==> config.mk <==
export PLATFORM = sky130hd
export DESIGN_NAME = vid_slot_wq
export DESIGN_NICKNAME = d
export VERILOG_FILES = /design/src/rtl/vid_slot_wq_pkg.sv /design/src/rtl/vid_slot_wq_store.sv /design/src/rtl/vid_slot_wq_ctrl.sv /design/src/rtl/vid_slot_wq_status.sv /design/src/rtl/vid_slot_wq.sv
export SDC_FILE = /design/constraint.sdc
export NUM_CORES = 1
export LEC_CHECK = 0
export BUFFER_PORTS_ARGS = -buffer_cell sky130_fd_sc_hd__buf_4
export CAP_MARGIN = 10
export CORE_MARGIN = 1.5
export CORE_UTILIZATION = 25
export DETAILED_ROUTE_END_ITERATION = 10
export PLACE_DENSITY = 0.42
export SLEW_MARGIN = 20
export SYNTH_ARGS = -nofsm -noshare
export SYNTH_HDL_FRONTEND = slang
export SYNTH_SLANG_ARGS = --single-unit
==> constraint.sdc <==
create_clock -name clk -period 27.7 [get_ports clk]
set_input_delay 5.54 -clock clk [delete_from_list [all_inputs] [get_ports clk]]
set_output_delay 5.54 -clock clk [all_outputs]
set_load 0.05 [all_outputs]
==> src/rtl/vid_slot_wq_pkg.sv <==
package vid_slot_wq_pkg;
  // Each descriptor stores {count, flags}; these are the flag positions.
  localparam int FLAG_BYTE = 0;
  localparam int FLAG_FILL = 1;
  localparam int FLAG_W    = 2;
endpackage

==> src/rtl/vid_slot_wq_store.sv <==
module vid_slot_wq_store #(
  parameter int DEPTH = 8,
  parameter int EW    = 18,
  localparam int AW   = $clog2(DEPTH)
) (
  input  logic          clk,
  input  logic          we,
  input  logic [AW-1:0] waddr,
  input  logic [EW-1:0] wdata,
  input  logic [AW-1:0] raddr_a,
  input  logic [AW-1:0] raddr_b,
  output logic [EW-1:0] rdata_a,
  output logic [EW-1:0] rdata_b
);
  // Small descriptor array: single write port, two asynchronous read ports.
  logic [EW-1:0] mem [DEPTH];

  always_ff @(posedge clk) begin
    if (we) mem[waddr] <= wdata;
  end

  assign rdata_a = mem[raddr_a];
  assign rdata_b = mem[raddr_b];
endmodule

==> src/rtl/vid_slot_wq_ctrl.sv <==
module vid_slot_wq_ctrl
  import vid_slot_wq_pkg::*;
#(
  parameter int DEPTH = 8,
  parameter int CNT_W = 16,
  localparam int AW    = $clog2(DEPTH),
  localparam int LEN_W = AW + 1,
  localparam int REM_W = CNT_W + 1,
  localparam int TOT_W = CNT_W + AW,
  localparam int EW    = CNT_W + FLAG_W
) (
  input  logic             clk,
  input  logic             rst,
  input  logic             push_valid,
  input  logic [CNT_W-1:0] push_count,
  input  logic [1:0]       push_flags,
  input  logic             slot_tick,
  input  logic [EW-1:0]    head_ent,
  input  logic [EW-1:0]    next_ent,
  output logic             wr_en,
  output logic [AW-1:0]    wr_addr,
  output logic [EW-1:0]    wr_data,
  output logic [AW-1:0]    head_addr,
  output logic [AW-1:0]    next_addr,
  output logic [TOT_W-1:0] total_q,
  output logic [TOT_W-1:0] total_n,
  output logic             abort,
  output logic             fill_push,
  output logic             push_write
);
  logic [AW-1:0]    head_q, head_a;
  logic [LEN_W-1:0] len_q, len_a, len_n;
  logic [REM_W-1:0] rem_q, rem_a, rem_b, rem_n, consume;
  logic [REM_W:0]   drop;
  logic [TOT_W-1:0] total_a;
  logic             tick_use, pop, accept;

  function automatic logic [REM_W-1:0] slots_of(input logic [EW-1:0] ent);
    logic [REM_W-1:0] c;
    c = {1'b0, ent[EW-1:FLAG_W]};
    return ent[FLAG_BYTE] ? (c << 1) : c;
  endfunction

  always_comb begin
    push_write = push_valid && (push_count != '0) && !push_flags[FLAG_FILL];
    abort      = push_write && (len_q != '0) && head_ent[FLAG_FILL];
    tick_use   = slot_tick && (len_q != '0) && !abort;

    // Step 1: spend slots on the head (abort takes all that remain).
    if (abort)         consume = rem_q;
    else if (tick_use) consume = REM_W'(1);
    else               consume = '0;
    if (head_ent[FLAG_BYTE])
      drop = ({1'b0, consume} + (REM_W+1)'(rem_q[0])) >> 1;
    else
      drop = {1'b0, consume};
    rem_a   = rem_q - consume;
    total_a = total_q - TOT_W'(drop);
    pop     = (abort || tick_use) && (rem_a == '0);
    head_a  = head_q + AW'(pop);
    len_a   = len_q - LEN_W'(pop);
    if (pop) rem_b = (len_a != '0) ? slots_of(next_ent) : '0;
    else     rem_b = rem_a;

    // Step 2: append the new descriptor behind what is left.
    accept    = push_valid && (push_count != '0) && (len_a < LEN_W'(DEPTH));
    wr_en     = accept;
    wr_addr   = head_a + len_a[AW-1:0];
    wr_data   = {push_count, push_flags};
    len_n     = len_a + LEN_W'(accept);
    total_n   = total_a + (accept ? TOT_W'(push_count) : '0);
    rem_n     = (accept && (len_a == '0)) ? slots_of({push_count, push_flags}) : rem_b;
    fill_push = accept && push_flags[FLAG_FILL];
  end

  assign head_addr = head_q;
  assign next_addr = head_q + AW'(1);

  always_ff @(posedge clk) begin
    if (rst) begin
      head_q  <= '0;
      len_q   <= '0;
      rem_q   <= '0;
      total_q <= '0;
    end else begin
      head_q  <= head_a;
      len_q   <= len_n;
      rem_q   <= rem_n;
      total_q <= total_n;
    end
  end

  AST_LEN_BOUND: assert property (@(posedge clk) disable iff (rst)
    len_q <= LEN_W'(DEPTH));
  AST_FULL_HOLDS: assert property (@(posedge clk) disable iff (rst)
    (len_q == LEN_W'(DEPTH) && !slot_tick && !abort) |=> (len_q == LEN_W'(DEPTH)));
  AST_TOTAL_TRACKS_LEN: assert property (@(posedge clk) disable iff (rst)
    (total_q == '0) == (len_q == '0));
  AST_HEAD_HAS_SLOTS: assert property (@(posedge clk) disable iff (rst)
    (len_q != '0) |-> (rem_q != '0));
  AST_WORD_STEP: assert property (@(posedge clk) disable iff (rst)
    (slot_tick && len_q != '0 && !head_ent[FLAG_BYTE] && !push_valid)
      |=> (total_q == $past(total_q) - TOT_W'(1)));
endmodule

==> src/rtl/vid_slot_wq_status.sv <==
module vid_slot_wq_status #(
  parameter int TOT_W    = 19,
  parameter int FULL_LVL = 4
) (
  input  logic             clk,
  input  logic             rst,
  input  logic [TOT_W-1:0] total_n,
  input  logic             fill_push,
  input  logic             abort,
  input  logic             push_write,
  output logic             empty,
  output logic             full,
  output logic             cpu_stall,
  output logic             dma_fill_active
);
  logic fill_n, stall_n, full_n;

  always_comb begin
    full_n = total_n >= TOT_W'(FULL_LVL);
    if (fill_push)                        fill_n = 1'b1;
    else if (abort || total_n == '0)      fill_n = 1'b0;
    else                                  fill_n = dma_fill_active;
    stall_n = full_n && !fill_n && (cpu_stall || push_write);
  end

  always_ff @(posedge clk) begin
    if (rst) begin
      empty           <= 1'b1;
      full            <= 1'b0;
      cpu_stall       <= 1'b0;
      dma_fill_active <= 1'b0;
    end else begin
      empty           <= (total_n == '0);
      full            <= full_n;
      cpu_stall       <= stall_n;
      dma_fill_active <= fill_n;
    end
  end

  AST_LEVELS_EXCL: assert property (@(posedge clk) disable iff (rst)
    !(empty && full));
  AST_STALL_GATED: assert property (@(posedge clk) disable iff (rst)
    cpu_stall |-> (full && !dma_fill_active));
  AST_ABORT_CLEARS_FILL: assert property (@(posedge clk) disable iff (rst)
    abort |=> !dma_fill_active);
endmodule

==> src/rtl/vid_slot_wq.sv <==
module vid_slot_wq
  import vid_slot_wq_pkg::*;
#(
  parameter int DEPTH    = 8,
  parameter int CNT_W    = 16,
  parameter int FULL_LVL = 4,
  localparam int TOT_W   = CNT_W + $clog2(DEPTH)
) (
  input  logic             clk,
  input  logic             rst,
  input  logic             push_valid,
  input  logic [CNT_W-1:0] push_count,
  input  logic [1:0]       push_flags,
  input  logic             slot_tick,
  output logic [TOT_W-1:0] total_pending,
  output logic             empty,
  output logic             full,
  output logic             cpu_stall,
  output logic             dma_fill_active
);
  localparam int AW = $clog2(DEPTH);
  localparam int EW = CNT_W + FLAG_W;

  logic          wr_en, abort, fill_push, push_write;
  logic [AW-1:0] wr_addr, head_addr, next_addr;
  logic [EW-1:0] wr_data, head_ent, next_ent;
  logic [TOT_W-1:0] total_n;

  vid_slot_wq_store #(.DEPTH(DEPTH), .EW(EW)) u_store (
    .clk(clk), .we(wr_en), .waddr(wr_addr), .wdata(wr_data),
    .raddr_a(head_addr), .raddr_b(next_addr),
    .rdata_a(head_ent), .rdata_b(next_ent)
  );

  vid_slot_wq_ctrl #(.DEPTH(DEPTH), .CNT_W(CNT_W)) u_ctrl (
    .clk(clk), .rst(rst), .push_valid(push_valid), .push_count(push_count),
    .push_flags(push_flags), .slot_tick(slot_tick),
    .head_ent(head_ent), .next_ent(next_ent),
    .wr_en(wr_en), .wr_addr(wr_addr), .wr_data(wr_data),
    .head_addr(head_addr), .next_addr(next_addr),
    .total_q(total_pending), .total_n(total_n),
    .abort(abort), .fill_push(fill_push), .push_write(push_write)
  );

  vid_slot_wq_status #(.TOT_W(TOT_W), .FULL_LVL(FULL_LVL)) u_status (
    .clk(clk), .rst(rst), .total_n(total_n), .fill_push(fill_push),
    .abort(abort), .push_write(push_write),
    .empty(empty), .full(full), .cpu_stall(cpu_stall),
    .dma_fill_active(dma_fill_active)
  );
endmodule

==> results of run 1 <==
[worst register-to-register path: cells and delay by family, from the launching register on]
family	cells	cell delay (ns)
and+or+nand+nor	12	2.95
AOI/OAI and AO/OA	9	2.52
adders and majority gates	5	1.91
buffers and inverters	5	1.60
muxes	2	0.93
xor gates and xnor gates	1	0.39
DFF	1	0.31
[registers in the layout, summed over array words and instances, names as in the netlist]
register                  cells
u_store.mem                 144
u_ctrl.total_q               19
u_ctrl.rem_q                 17
u_ctrl.len_q                  4
u_ctrl.head_addr              3
u_status.cpu_stall            1
u_status.dma_fill_active      1
u_status.empty                1
u_status.full                 1
[cells in the mapped netlist (all sizes together) (4+ instances only)]
| master | number |
|---|---|
| nand2 | 78 |
| edfxtp | 144 |
| fa | 17 |
| nor3 | 20 |
| a21oi | 48 |
| a31oi | 7 |
| mux4 | 38 |
| mux2i | 42 |
| mux2 | 9 |
| or3 | 5 |
| and2 | 14 |
| ha | 32 |
| clkbuf | 44 |
| nor3b | 6 |
| xnor2 | 16 |
| dfxtp | 47 |
| or4 | 8 |
| o22ai | 11 |
| nor2 | 59 |
| nand4 | 11 |
| o31ai | 4 |
| a211oi | 12 |
| nor2b | 7 |
| o21ai | 38 |
| a221o | 5 |
| and3 | 10 |
| o211ai | 6 |
| buf | 14 |
| inv | 62 |
| xor2 | 13 |
| o21bai | 4 |
| nor4 | 11 |
| nand3 | 26 |
| o21a | 7 |
[path summary, 6_finish.rpt]
| check | start | end | slack [ns] | cells after the start |
|---|---|---|---|---|
| min | u_status.dma_fill_active | u_status.dma_fill_active | 0.58 | 2 |
| max | push_count[0] | u_status.dma_fill_active | 12.93 | 34 |
| min reg2reg | u_status.dma_fill_active | u_status.dma_fill_active | 0.58 | 2 |
| max reg2reg | u_ctrl.head_addr[0] | u_status.dma_fill_active | 16.97 | 34 |
[report_power, final]
group	switching, mW	internal (mW)	total (mW)	leakage, nW
combinational	0.304	0.172	0.477	2.24
sequential	0.0288	0.340	0.369	1.70
clock	0.114	0.125	0.239	0.270
total	0.447	0.638	1.08	4.21
[final cells by class]
type                    instances  area, um^2
clock buffers                  20         437
fillers                      4378       29800
flip-flops and latches        191        5270
multi-input cells             606        4870
inverters                      64         240
well taps                     539         674
clock inverters                12         110
repair buffers                 60         450
[kinds of logic after synthesis]
kind of cell,Yosys count
AOI/OAI and AO/OA,168
xor gates and xnor gates,29
adders and majority gates,49
buffers and inverters,122
DFF,191
muxes,89
and+or+nand+nor,271
[routing by layer]
layer / wire length [um] / part of all wire [%] / global-route usage (%)
met1: 14200 / 47 / 19.4
met2: 14500 / 48 / 23.6
met3: 1030 / 3.4 / 2.42
met4: 592 / 2.0 / 4.77
met5: 0 / 0 / 0
[per-stage QoR]
stage	util (%)	power, mW
floorplan	-	0.710
global placement	27.5	0.855
detailed placement	27.5	0.851
CTS	28.8	1.10
global route	28.8	1.16
finish	28.8	1.08
==> out/results.ini, run 1 <==
[clock_network]
cts_root_buf=clkbuf_16
cts_resized=0
htree_levels=4
cts_setup_buffers=0
clk_pin_slew_ns=0.07
clock_path_buffers=2
cts_sinks=191
cts_tree=built
cts_hold_buf=0
clk_latency_ns=0.45
cts_inserted_buffers=17

[timing]
setup_ws_ns=12.93
timing.fmax_ghz=0.0677
period_share_pct=53.3
finalSetupViolCount=0
setup_tns_ns=0
clock_skew_ns=0.0116
worst_slew_pin_slew_ns=0.850
rsz0062_at_grt=false
hold_viol_final=0
whs_ns=0.578
report.final.slew_viol_count=0
finalCriticalPeriod_ns=14.77
slew_headroom_pct=43.3

[grt]
grt_max_degree=43
grt_pass1_vias=7321
antenna_found_initial=0
grt_pass1_wl_um=46600
grt_overflow_total=0
grtUsageTotal_pct=14.4

[power]
cellLeakagePower_nw=4.21
p_per_area_nw_per_um2=90.1
ir_worst_vdd_mv=0.0424

[finish]
final_cell_mix=edfxtp_1 (144), nand2_1 (78), inv_1 (62)
syn2layout_area_growth_pct=14.0
diodes=0
mostFrequentLayoutCell=edfxtp_1
fin_area_um2=12000
fin_cells=1492
finalNetCount=1011
drive_gt1_share_pct=16.7

[route]
drt_iter0_drc=564
detail_route.wl_per_cell_um=20.3
ant_nets=0
wl_um=30400
num_vias=7245
viasPerCell=4.86
firstDrtPassIters=5
drc=0

[setup_path]
critPathBufInv=5
cp_data_required_time_ns=28.02
crit_path_top_delay_cell=or4_1
critical_path_class=input pin to register
worstSetupStartpointType=input pin
critPathArrivalTime_ns=15.09
critPathMaxFanout=33
cp_top_family=simple AND/OR/NAND/NOR gates
slowest_delay_ns=0.67
worst_setup_path_end_kind=register

[die]
ioPinCount=45
coreArea_um2=41900
die_h_um=209
start_util_pct=25.2
rows=75
dieArea_um2=43500
die_x_um=209

[placed_design]
portBuffers=44
dpl_cell_area_um2=11500
place_congestion=0.837
dpl.hpwl_um=21200
placedCellCount=1460
dpl_worst_slack_ns=12.61

[logic_synthesis]
ys_warn_count=0
syn_inst=919
yosys.area.top_type_share_pct=40.9
synthArstFlopShare_pct=0
synth_edf_count=144
synth.avg_cell_area_um2=11.5
synth_seq_cells=191
synth_ff_type=edfxtp_1
synthMuxAreaShare_pct=13.0
synth_top_family_by_area=multiplexers
yosys.area_share.simple_pct=12.8
syn_area_um2=10600
synth-compound-area-share_pct=10.3
yosysTopAreaCell=edfxtp_1
ys_types=68
synth_nets=990
synthXorXnorAreaFrac_pct=2.40
synth_area_leaders=edfxtp_1 (41%), dfxtp_1 (8.9%), mux4_2 (8.1%)
synth-adder-area-share_pct=7.01
synth-seq-area-share_pct=49.9

[status]
status=finished clean

[run]
maxCapViolCount=0

[worst_hold_path]
hp-class=register to register

Note: power is estimated with default switching activity, not from simulation.
==> inputs of run 2 (changes only) <==
--- a/config.mk
+++ b/config.mk
@@ -5,6 +5,7 @@
 export SDC_FILE = /design/constraint.sdc
 export NUM_CORES = 1
 export LEC_CHECK = 0
+export ABC_AREA = 1
 export BUFFER_PORTS_ARGS = -buffer_cell sky130_fd_sc_hd__buf_4
 export CAP_MARGIN = 10
 export CORE_MARGIN = 1.5
==> constraint.sdc (replaced) <==
create_clock -name clk -period 14.1 [get_ports clk]
set_input_delay 2.82 -clock clk [delete_from_list [all_inputs] [get_ports clk]]
set_output_delay 2.82 -clock clk [all_outputs]
set_load 0.05 [all_outputs]
==> out/results.ini, run 2 <==
[route]
drt_iter0_drc=581  ; +3.0%
drc=0  ; unchanged
firstDrtPassIters=5  ; unchanged
detail_route.wl_per_cell_um=17.6  ; -14%
wl_um=32000  ; +5.3%
viasPerCell=4.64  ; -4.5%
ant_nets=0  ; unchanged
num_vias=8421  ; +16%

[logic_synthesis]
synth_common_cells=nand2_1 (294), edfxtp_1 (144), inv_1 (138)
syn_inst=1234  ; +34%
yosysTopAreaCell=edfxtp_1
synth_nets=1305  ; +32%
ys_warn_count=0  ; unchanged
synth-seq-area-share_pct=49.4  ; -0.50 points
yosys.area.top_type_share_pct=40.5  ; -0.41 points
synth_seq_cells=191  ; unchanged
synth_edf_count=144  ; unchanged
synthArstFlopShare_pct=0  ; unchanged
synth.avg_cell_area_um2=8.64  ; -25%
synth_ff_type=edfxtp_1
yosysMostFrequentCell=nand2_1
ys_types=55  ; -19%
synth_area_leaders=edfxtp_1 (41%), nand2_1 (10%), dfxtp_1 (8.8%)
syn_area_um2=10700  ; +1.0%

[finish]
diodes=0  ; unchanged
final_cell_mix=nand2_1 (294), edfxtp_1 (144), inv_1 (138)
largest_reg_flops=144  ; unchanged
fin_area_um2=12200  ; +1.2%
final_util_pct=29.0  ; +0.22 points
syn2layout_area_growth_pct=14.3
multiInputGateArea_um2=4690  ; -3.7%
fill_cells=4506  ; +2.9%
top_regs=u_store.mem (144), u_ctrl.total_q (19), u_ctrl.rem_q (17)
mostFrequentLayoutCell=nand2_1
finalNetCount=1335  ; +32%
fin_cells=1816  ; +22%
largest-register=u_store.mem
drive_gt1_share_pct=10.6  ; -6.1 points
regArea_um2=5270  ; unchanged

[die]
ioPinCount=45  ; unchanged
coreArea_um2=42000  ; +0.45%
start_util_pct=25.4  ; +0.14 points
die_h_um=210  ; +0.50%
rows=75  ; unchanged
die_x_um=210  ; +0.50%
dieArea_um2=43900  ; +1.0%

[timing]
clock_skew_ns=0.0142  ; +0.00263 ns
finalSetupViolCount=0  ; unchanged
timing.fmax_ghz=0.0931
worst_slew_pin_slew_ns=0.853  ; +0.00261 ns
slew_headroom_pct=42.6  ; -0.70 points
finalCriticalPeriod_ns=10.74
hold_viol_final=0  ; unchanged
setup_tns_ns=0  ; unchanged
rsz0062_at_grt=false
setup_ws_ns=3.36  ; -9.57 ns
report.final.slew_viol_count=0  ; unchanged
period_share_pct=76.1

[setup_path]
critPathMaxFanout=38  ; +15%
cp_data_required_time_ns=14.48  ; -13.54 ns
worstSetupStartpointType=input pin
slowest_delay_ns=0.66  ; about the same
critPathArrivalTime_ns=11.12  ; -3.97 ns
critPathMostFrequentCell=nand2_1
critical_path_class=input pin to register
crit_path_top_delay_cell=nor2_2
worst_setup_path_end_kind=register

[power]
p_per_area_nw_per_um2=165  ; +84%
cellLeakagePower_nw=4.95  ; +18%
ir_worst_vdd_mv=0.148  ; +250%

[clock_network]
cts_setup_buffers=0  ; unchanged
cts_sinks=191  ; unchanged
clk_pin_slew_ns=0.07  ; about the same
cts_inserted_buffers=17  ; unchanged
cts_root_buf=clkbuf_16
clock_path_buffers=2  ; unchanged
cts_resized=0  ; unchanged
clk_latency_ns=0.45  ; about the same
cts_hold_buf=0  ; unchanged
cts_tree=built
htree_levels=4  ; unchanged

[placed_design]
portBuffers=44  ; unchanged
dpl_cell_area_um2=11600  ; +0.89%
dpl.hpwl_um=22400  ; +5.6%
placedCellCount=1784  ; +22%
place_congestion=0.837  ; about the same
dpl_worst_slack_ns=3.08  ; -9.52 ns

[grt]
grtUsageTotal_pct=15.0  ; +0.58 points
antenna_found_initial=0  ; unchanged
grt_overflow_total=0  ; unchanged
grt_pass1_wl_um=49600  ; +6.5%
grt_max_degree=73  ; +70%
grt_pass1_vias=8405  ; +15%

[worst_hold_path]
hp-class=register to register

[status]
status=finished clean

[run]
maxCapViolCount=0  ; unchanged

## run 2: metrics by stage
stage	hold slack (ns)	power [mW]
after global routing	0.668	2.16
after CTS	0.624	2.03
after global placement	0.585	1.55
final	0.630	2.02
after floorplan	0.572	1.30
after detailed placement	0.583	1.53
## run 2: worst max-delay path: cells and delay by family
kind,cells,cell delay [ns]
AOI/OAI and AO/OA,3,0.64
xor gates and xnor gates,2,0.36
adders and majority gates,5,1.53
buffers and inverters,7,1.00
and+or+nand+nor,27,4.72
## run 2: cells by family (layout without fill, tap and decap cells)
kind of cell / after synthesis / after routing / synth area share [%]
AOI/OAI and AO/OA: 214 / 214 / 11.6
xor gates and xnor gates: 36 / 36 / 2.96
adders and majority gates: 49 / 49 / 6.94
buffers and inverters: 189 / 232 / 6.98
DFF: 191 / 191 / 49.4
muxes: 1 / 1 / 0.0938
and+or+nand+nor: 554 / 554 / 22.0
## run 2: worst paths after layout
path | from | to | slack [ns] | cells after the start
min reg2reg | u_status.dma_fill_active | u_status.dma_fill_active | 0.63 | 4
max | push_count[1] | u_status.cpu_stall | 3.36 | 44
max reg2reg | u_ctrl.head_addr[0] | u_status.cpu_stall | 5.17 | 44
min | u_status.dma_fill_active | u_status.dma_fill_active | 0.63 | 4
## run 2: power by group
group | leakage [nW] | internal, mW | switching (mW)
clock | 0.285 | 0.265 | 0.230
sequential | 1.70 | 0.661 | 0.0410
combinational | 2.97 | 0.265 | 0.555
total | 4.95 | 1.19 | 0.826
## run 2: cell type report
type                    instances  share of cell area [%]
well taps                     539                    5.53
repair buffers                 57                    3.51
clock inverters                14                    1.31
multi-input cells             854                    38.5
inverters                     143                    4.45
flip-flops and latches        191                    43.2
clock buffers                  18                    3.52
## run 2: layer usage
| metal | global-route usage [%] | vias to the layer above | part of all wire [%] |
|---|---|---|---|
| li1 | - | 4199 | - |
| met2 | 24.7 | 149 | 47 |
| met5 | 0 | - | 0 |
| met3 | 2.29 | 22 | 3.0 |
| met1 | 20.4 | 4051 | 49 |
| met4 | 4.39 | 0 | 1.6 |
